## src/rtl/rxf_pkg.sv

```systemverilog
package rxf_pkg;

   localparam int          LEN_W        = 16;
   localparam logic [7:0]  SFD_BYTE     = 8'hD5;
   localparam logic [31:0] CRC_POLY_REV = 32'hEDB88320;
   localparam logic [31:0] CRC_RESIDUE  = 32'hDEBB20E3;

   typedef enum logic {RXF_HUNT, RXF_BODY} rxf_state_t;

   typedef struct packed {
      logic [LEN_W-1:0] len;
      logic             addr_hit;
      logic             gap_short;
      logic             too_long;
      logic             too_short;
      logic             line_err;
      logic             fcs_bad;
      logic             fifo_lost;
   } rxf_status_t;

   localparam int RXF_STAT_W = $bits(rxf_status_t);

   function automatic logic [31:0] crc_step(input logic [31:0] c, input logic [7:0] b);
      logic [31:0] r;
      r = c ^ {24'd0, b};
      for (int i = 0; i < 8; i++) begin
         r = r[0] ? ((r >> 1) ^ CRC_POLY_REV) : (r >> 1);
      end
      return r;
   endfunction

endpackage

```

## src/rtl/rxf_crc_acc.sv

```systemverilog
module rxf_crc_acc
   import rxf_pkg::*;
(
   input  logic        clk,
   input  logic        rst_n,
   input  logic        init,
   input  logic        step,
   input  logic [7:0]  din,
   output logic [31:0] crc
);
   always_ff @(posedge clk or negedge rst_n) begin
      if (!rst_n) begin
         crc <= '1;
      end else if (init) begin
         crc <= '1;
      end else if (step) begin
         crc <= crc_step(crc, din);
      end
   end
endmodule

```

## src/rtl/rxf_hold.sv

```systemverilog
module rxf_hold #(
   parameter int DEPTH = 4,
   parameter int W     = 8
)(
   input  logic         clk,
   input  logic         rst_n,
   input  logic         shift,
   input  logic [W-1:0] din,
   output logic [W-1:0] dout
);
   logic [W-1:0] stg [DEPTH];

   for (genvar g = 0; g < DEPTH; g++) begin : g_stage
      always_ff @(posedge clk or negedge rst_n) begin
         if (!rst_n) begin
            stg[g] <= '0;
         end else if (shift) begin
            if (g == 0) stg[g] <= din;
            else        stg[g] <= stg[(g == 0) ? 0 : g-1];
         end
      end
   end

   assign dout = stg[DEPTH-1];
endmodule

```

## src/rtl/rxf_gap_mon.sv

```systemverilog
module rxf_gap_mon #(
   parameter int IPG_MIN = 12
)(
   input  logic clk,
   input  logic rst_n,
   input  logic dv,
   output logic rise,
   output logic short_gap
);
   localparam int               CNT_W = $clog2(IPG_MIN + 1);
   localparam logic [CNT_W-1:0] LIM   = CNT_W'(IPG_MIN);

   logic [CNT_W-1:0] idle_cnt;
   logic             dv_q;

   always_ff @(posedge clk or negedge rst_n) begin
      if (!rst_n) begin
         idle_cnt <= LIM;
         dv_q     <= 1'b0;
      end else begin
         dv_q <= dv;
         if (dv)                   idle_cnt <= '0;
         else if (idle_cnt != LIM) idle_cnt <= idle_cnt + 1'b1;
      end
   end

   assign rise      = dv & ~dv_q;
   assign short_gap = rise & (idle_cnt < LIM);
endmodule

```

## src/rtl/rxf_receiver.sv

```systemverilog
module rxf_receiver
   import rxf_pkg::*;
#(
   parameter int MIN_FRAME   = 64,
   parameter int MAX_FRAME   = 1518,
   parameter int IPG_MIN     = 12,
   parameter int MIN_PAYLOAD = 46,
   parameter bit HAS_STRIP   = 1'b1
)(
   input  logic                  clk,
   input  logic                  rst_n,
   input  logic                  cfg_enable,
   input  logic                  cfg_strip,
   input  logic [47:0]           cfg_station_addr,
   input  logic [7:0]            rx_d,
   input  logic                  rx_dv,
   input  logic                  rx_er,
   output logic [7:0]            fifo_wr_data,
   output logic                  fifo_wr_en,
   input  logic                  fifo_full,
   output logic                  stat_en,
   output logic [RXF_STAT_W-1:0] stat_vec,
   output logic                  fc_ctl_frame
);
   localparam int               FCS_BYTES  = 4;
   localparam int               ADDR_BYTES = 6;
   localparam int               HDR_BYTES  = 14;
   localparam int               LT_HI_POS  = 12;
   localparam int               LT_LO_POS  = 13;
   localparam logic [15:0]      CTL_TYPE   = 16'h8808;
   localparam logic [LEN_W-1:0] MIN_L      = LEN_W'(MIN_FRAME);
   localparam logic [LEN_W-1:0] MAX_L      = LEN_W'(MAX_FRAME);
   localparam logic [LEN_W-1:0] FCS_L      = LEN_W'(FCS_BYTES);

   if (MAX_FRAME <= MIN_FRAME || MAX_FRAME >= (1 << LEN_W) || IPG_MIN < 1 ||
       MIN_PAYLOAD < 1 || MIN_PAYLOAD > 1500) begin : g_bad_cfg
      $error("rxf_receiver: inconsistent frame size or gap parameters");
   end

   rxf_state_t       state;
   logic [LEN_W-1:0] pos, pos_inc, back;
   logic             da_ok, err_f, lost_f, ipg_pend, ipg_f;
   logic [15:0]      lt;
   logic [31:0]      crc;
   logic             rise, short_gap;
   logic             start_frame, take, close, lost_now;
   logic             wr_pend, nxt_pend, strip_on, pad_cut, ctl_hit;
   logic [7:0]       wr_byte, nxt_byte, held;
   logic [7:0]       sta [8];
   rxf_status_t      stat_nxt;

   for (genvar g = 0; g < 8; g++) begin : g_sta
      if (g < ADDR_BYTES) begin : g_use
         assign sta[g] = cfg_station_addr[47-8*g -: 8];
      end else begin : g_zero
         assign sta[g] = 8'h00;
      end
   end

   assign start_frame = (state == RXF_HUNT) & rx_dv & (rx_d == SFD_BYTE) & cfg_enable;
   assign take        = (state == RXF_BODY) & rx_dv;
   assign close       = (state == RXF_BODY) & ~rx_dv;
   assign pos_inc     = (pos == '1) ? pos : pos + 1'b1;
   assign back        = pos - FCS_L;
   assign lost_now    = wr_pend & fifo_full;

   rxf_crc_acc crc_i (
      .clk  (clk),
      .rst_n(rst_n),
      .init (start_frame),
      .step (take),
      .din  (rx_d),
      .crc  (crc)
   );

   rxf_gap_mon #(.IPG_MIN(IPG_MIN)) gap_i (
      .clk      (clk),
      .rst_n    (rst_n),
      .dv       (rx_dv),
      .rise     (rise),
      .short_gap(short_gap)
   );

   if (HAS_STRIP) begin : g_strip
      logic strip_f;
      always_ff @(posedge clk or negedge rst_n) begin
         if (!rst_n)           strip_f <= 1'b0;
         else if (start_frame) strip_f <= cfg_strip;
      end
      rxf_hold #(.DEPTH(FCS_BYTES), .W(8)) hold_i (
         .clk  (clk),
         .rst_n(rst_n),
         .shift(take),
         .din  (rx_d),
         .dout (held)
      );
      assign strip_on = strip_f;
   end else begin : g_pass
      assign held     = rx_d;
      assign strip_on = 1'b0;
   end

   assign pad_cut = (lt < 16'(MIN_PAYLOAD)) &&
                    ({1'b0, back} >= (17'(HDR_BYTES) + {1'b0, lt}));

   always_comb begin
      if (strip_on) begin
         nxt_pend = take && (pos >= FCS_L) && !pad_cut;
         nxt_byte = held;
      end else begin
         nxt_pend = take;
         nxt_byte = rx_d;
      end
   end

   always_comb begin
      stat_nxt           = '0;
      stat_nxt.len       = pos;
      stat_nxt.addr_hit  = da_ok && (pos >= LEN_W'(ADDR_BYTES));
      stat_nxt.gap_short = ipg_f;
      stat_nxt.too_long  = pos > MAX_L;
      stat_nxt.too_short = pos < MIN_L;
      stat_nxt.line_err  = err_f;
      stat_nxt.fcs_bad   = crc != CRC_RESIDUE;
      stat_nxt.fifo_lost = lost_f | lost_now;
   end

   assign ctl_hit = (lt == CTL_TYPE) && (crc == CRC_RESIDUE) && (pos >= LEN_W'(HDR_BYTES));

   always_ff @(posedge clk or negedge rst_n) begin
      if (!rst_n) begin
         state        <= RXF_HUNT;
         pos          <= '0;
         da_ok        <= 1'b0;
         lt           <= '1;
         err_f        <= 1'b0;
         lost_f       <= 1'b0;
         ipg_pend     <= 1'b0;
         ipg_f        <= 1'b0;
         wr_pend      <= 1'b0;
         wr_byte      <= '0;
         stat_en      <= 1'b0;
         stat_vec     <= '0;
         fc_ctl_frame <= 1'b0;
      end else begin
         wr_pend      <= nxt_pend;
         if (nxt_pend) wr_byte <= nxt_byte;
         stat_en      <= close;
         fc_ctl_frame <= close & ctl_hit;
         if (close) stat_vec <= stat_nxt;
         if (rise)  ipg_pend <= short_gap;
         if (start_frame) begin
            state  <= RXF_BODY;
            pos    <= '0;
            da_ok  <= 1'b1;
            lt     <= '1;
            err_f  <= 1'b0;
            lost_f <= 1'b0;
            ipg_f  <= rise ? short_gap : ipg_pend;
         end else if (take) begin
            pos <= pos_inc;
            if (pos < LEN_W'(ADDR_BYTES))
               da_ok <= da_ok & (rx_d == sta[pos[2:0]]);
            if (pos == LEN_W'(LT_HI_POS)) lt[15:8] <= rx_d;
            if (pos == LEN_W'(LT_LO_POS)) lt[7:0]  <= rx_d;
            if (rx_er)    err_f  <= 1'b1;
            if (lost_now) lost_f <= 1'b1;
         end else if (close) begin
            state <= RXF_HUNT;
         end
      end
   end

   assign fifo_wr_en   = wr_pend & ~fifo_full;
   assign fifo_wr_data = wr_byte;

endmodule

```

## config.mk

```make
export PLATFORM = sky130hd
export DESIGN_NAME = rxf_receiver
export DESIGN_NICKNAME = d
export VERILOG_FILES = /design/src/rtl/rxf_pkg.sv /design/src/rtl/rxf_crc_acc.sv /design/src/rtl/rxf_hold.sv /design/src/rtl/rxf_gap_mon.sv /design/src/rtl/rxf_receiver.sv
export SDC_FILE = /design/constraint.sdc
export NUM_CORES = 1
export LEC_CHECK = 0
export ABC_AREA = 1
export CELL_PAD_IN_SITES_DETAIL_PLACEMENT = 1
export CELL_PAD_IN_SITES_GLOBAL_PLACEMENT = 1
export CORE_MARGIN = 2
export CORE_UTILIZATION = 43
export CTS_BUF_LIST = sky130_fd_sc_hd__clkbuf_4 sky130_fd_sc_hd__clkbuf_8
export DETAILED_ROUTE_END_ITERATION = 7
export PLACE_DENSITY = 0.9
export SLEW_MARGIN = 15
export SYNTH_ARGS = -nofsm -noshare
export SYNTH_HDL_FRONTEND = slang
export SYNTH_SLANG_ARGS = --single-unit
```

## constraint.sdc

```tcl
create_clock -name clk -period 4.12 [get_ports clk]
set_input_delay 0.824 -clock clk [delete_from_list [all_inputs] [get_ports clk]]
set_output_delay 0.824 -clock clk [all_outputs]
set_load 0.01 [all_outputs]
```

==> results.md <==
- WP data required: 4.49 ns
- Die W: 146 um
- Syn avg cell area: 7.61 sq um
- Overall power: 0.00335 W
- CP Capture Type: flip-flop
- Grt met3 use: 0.0559
- Most frequent cells in the layout: nand2_1, inv_1, clkdlybuf4s50_1
- FILL cells: 2549
- Cells after Synth: 1142
- Largest net degree at the start of global routing: 73
- Power Dens Cells: 325 nW/um^2
- Met1 Usage GRT: 0.337
- Pins over their slew limit: 0
- Final Skew: 0.0137 ns
- Worst Setup Start Kind: flip-flop
- Critical-path top delay cell: dfstp_2
- CTS clk-pin slew, worst paths: 0.09 ns
- GRT Residual Overflow: 0
- CTS Buf Count: 17
- GR peak layer: met2
- Vias in the first global route: 8771
- Core Util, Final: 0.515
- GPL Wtd Cong: 0.933
- Final Cycle Share: 0.902
- # Post-CTS Setup Buffers: 0
- Critical path class: flip-flop to flip-flop
- CP top delay family: simple AND/OR/NAND/NOR gates
- # port buffers: 96
- Vias: 8386
- Floorplan Core Area: 20000 sq um
- Crit-path most repeated cell: nand2_1
- Share of cells above drive strength 1: 0.100
- Slew headroom: 0.434
- Max_cap viols: 0
- DRT Pass-1 Iters: 6
- # H-tree levels: 4
- Leakage: 4.86 nW
- Die Ht: 146 um
- Rows: 52
- Final Hold Viols: 0
- Buf+Inv Stages, Crit Path: 2
- FF+latch count, synth: 142
- Arrival time at the worst endpoint: 4.08 ns
- DR DRC count: 0
- Via-to-Cell Ratio: 5.54
- Cell Chain, Critical Path: inv_1 -> ha_1 -> nand2_1 -> nand2_1 -> nor2_1 -> nand3_1 -> nor4_1 -> nand3_1 -> xor2_1 -> ha_1 -> inv_1 -> nor2_1 -> nand4_1 -> o21ai_0 -> o21ai_0 -> nand2_1 -> nand2_1 -> nand3_2 -> nand2_2 -> nand2_1 -> nand2_1
- GR Util met2: 0.497
- CP max stage delay: 0.58 ns
- Reg area: 3620 sq um
- First DRT Iteration DRCs: 556
- Area Growth Syn to Fin: 18.6%
- Num ports: 97
- Multi-input logic area: 4470 sq um
- Min cycle time layout: 3.72 ns
- Setup TNS: 0 ns
- DRT antenna net count: 0
- Fin nets: 1320
- # clock sinks: 142
- Fmax: 0.269 GHz
- Root Buffer: clkbuf_8
- First-pass GRT wire length: 47.1 mm
- Diodes inserted: 0
- Post-synthesis cell type count: 45
- Ys Warns: 0
- Post-DP HPWL: 21.5 mm
- Slew @ Worst Pin: 0.846 ns
- Total track usage: 0.283
- Setup violations, final: 0
- Syn Std Cell Area: 8700 sq um
- DP Area: 9920 sq um
- Clock Latency Late Sink: 0.48 ns
- Unrepaired setup endpoints after global routing: false
- Worst VDD drop: 212 uV
- CTS tree: done
- Hold Path Class: input pin to async pin
- Design Area, Final: 10300 sq um
- Die ar.: 21400 sq um
- Initial Util: 0.434
- Syn Nets: 1231
- CTS Buffer Depth: 2
- Detailed Route WL: 29.6 mm
- Top cells by area, synth: dfrtp_1, dfstp_2, nand2_1, xor2_1, o21ai_0
- Status: complete, no violations
- Post-synth top area share: 0.265
- Initial antenna violation count: 0
- Sequential-to-total area share from yosys stat: 0.416
- Most common cell after layout, fill and taps aside: nand2_1
- Avg WL per Cell: 19.6 um
- Yosys top cell by area: dfrtp_1
- CP Max Fanout: 9
[registers in the layout, indices dropped and copies added (netlist names), 4 cells and up]
name                 flops
crc_i.crc               32
fifo_wr_data             8
g_strip.hold_i.dout      8
g_strip.hold_i.stg      24
gap_i.idle_cnt           4
lt                      16
pos                     16
stat_vec                23
[cell usage after synthesis (all sizes together)]
cell	instances
a31oi	2
o21a	7
ha	26
dfrtp	92
nor2	95
dfstp	50
inv	110
o311ai	1
o221ai	7
nand4	17
and3	1
xor2	70
nand3b	1
o31ai	3
nor3	19
o22ai	1
xnor2	22
o21bai	1
clkinv	5
a21o	1
a21oi	41
nand3	58
nand2	356
buf	12
clkbuf	27
o21ai	86
nor4	13
or2	3
o211ai	14
nor3b	1
[metrics by stage]
stage	cells	hold slack, ns	setup WS [ns]
final	1514	0.354	0.404
after floorplan	1142	0.441	0.974
after detailed placement	1482	0.460	0.296
after global routing	1514	0.376	0.0741
after CTS	1514	0.359	0.294
after global placement	1482	0.450	0.594
[metal layers]
layer  share of wire  vias to the layer above  routed length, um
met2            0.51                      258              15000
met3           0.047                       88               1410
met4           0.037                        0               1100
met1            0.41                     4187              12100
li1                -                     3853                  -
met5               0                        -                  0
[kinds of logic (layout without fill, tap and decap cells)]
family                   count (synthesis)  after routing  synth area share
AO/OA/AOI/OAI                          164            164             0.107
XOR/XNOR                                92             92            0.0978
adder cells (fa/ha/maj)                 26             26            0.0374
buffers and inverters                  154            256            0.0715
flip-flops                             142            142             0.416
AND/OR/NAND/NOR                        564            564             0.271
[power by group]
part | internal [W] | switching (W) | total (W)
registers | 0.00148 | 0.0000711 | 0.00155
clock network | 0.000543 | 0.000585 | 0.00113
logic | 0.000263 | 0.000413 | 0.000675
[layout make-up]
class | count | area share
clock inverters | 14 | 0.0139
well taps | 270 | 0.0328
flip-flops and latches | 142 | 0.351
inverters | 115 | 0.0425
repair buffers | 109 | 0.104
clock buffers | 18 | 0.0234
multi-input cells | 846 | 0.433
[worst paths after layout]
kind,startpoint,end,slack [ns],depth (start not counted)
worst max register to register,lt[1],fifo_wr_data[0],0.40,21
worst max-delay path,lt[1],fifo_wr_data[0],0.40,21
min in group clk,g_strip.hold_i.stg[14],g_strip.hold_i.dout[6],0.47,2
max in group asynchronous,rst_n,crc_i.crc[24],2.92,2
worst min register to register,g_strip.hold_i.stg[14],g_strip.hold_i.dout[6],0.47,2
worst min-delay path,rst_n,stat_vec[16],0.35,1
[repair_timing]
item / CTS / global route
resized for setup: 0 / 1
endpoints found under the setup margin: 0 / 8
hold buffers: 0 / 0
endpoints found under the hold margin: 0 / 0
Note: power is estimated with default switching activity, not from simulation.
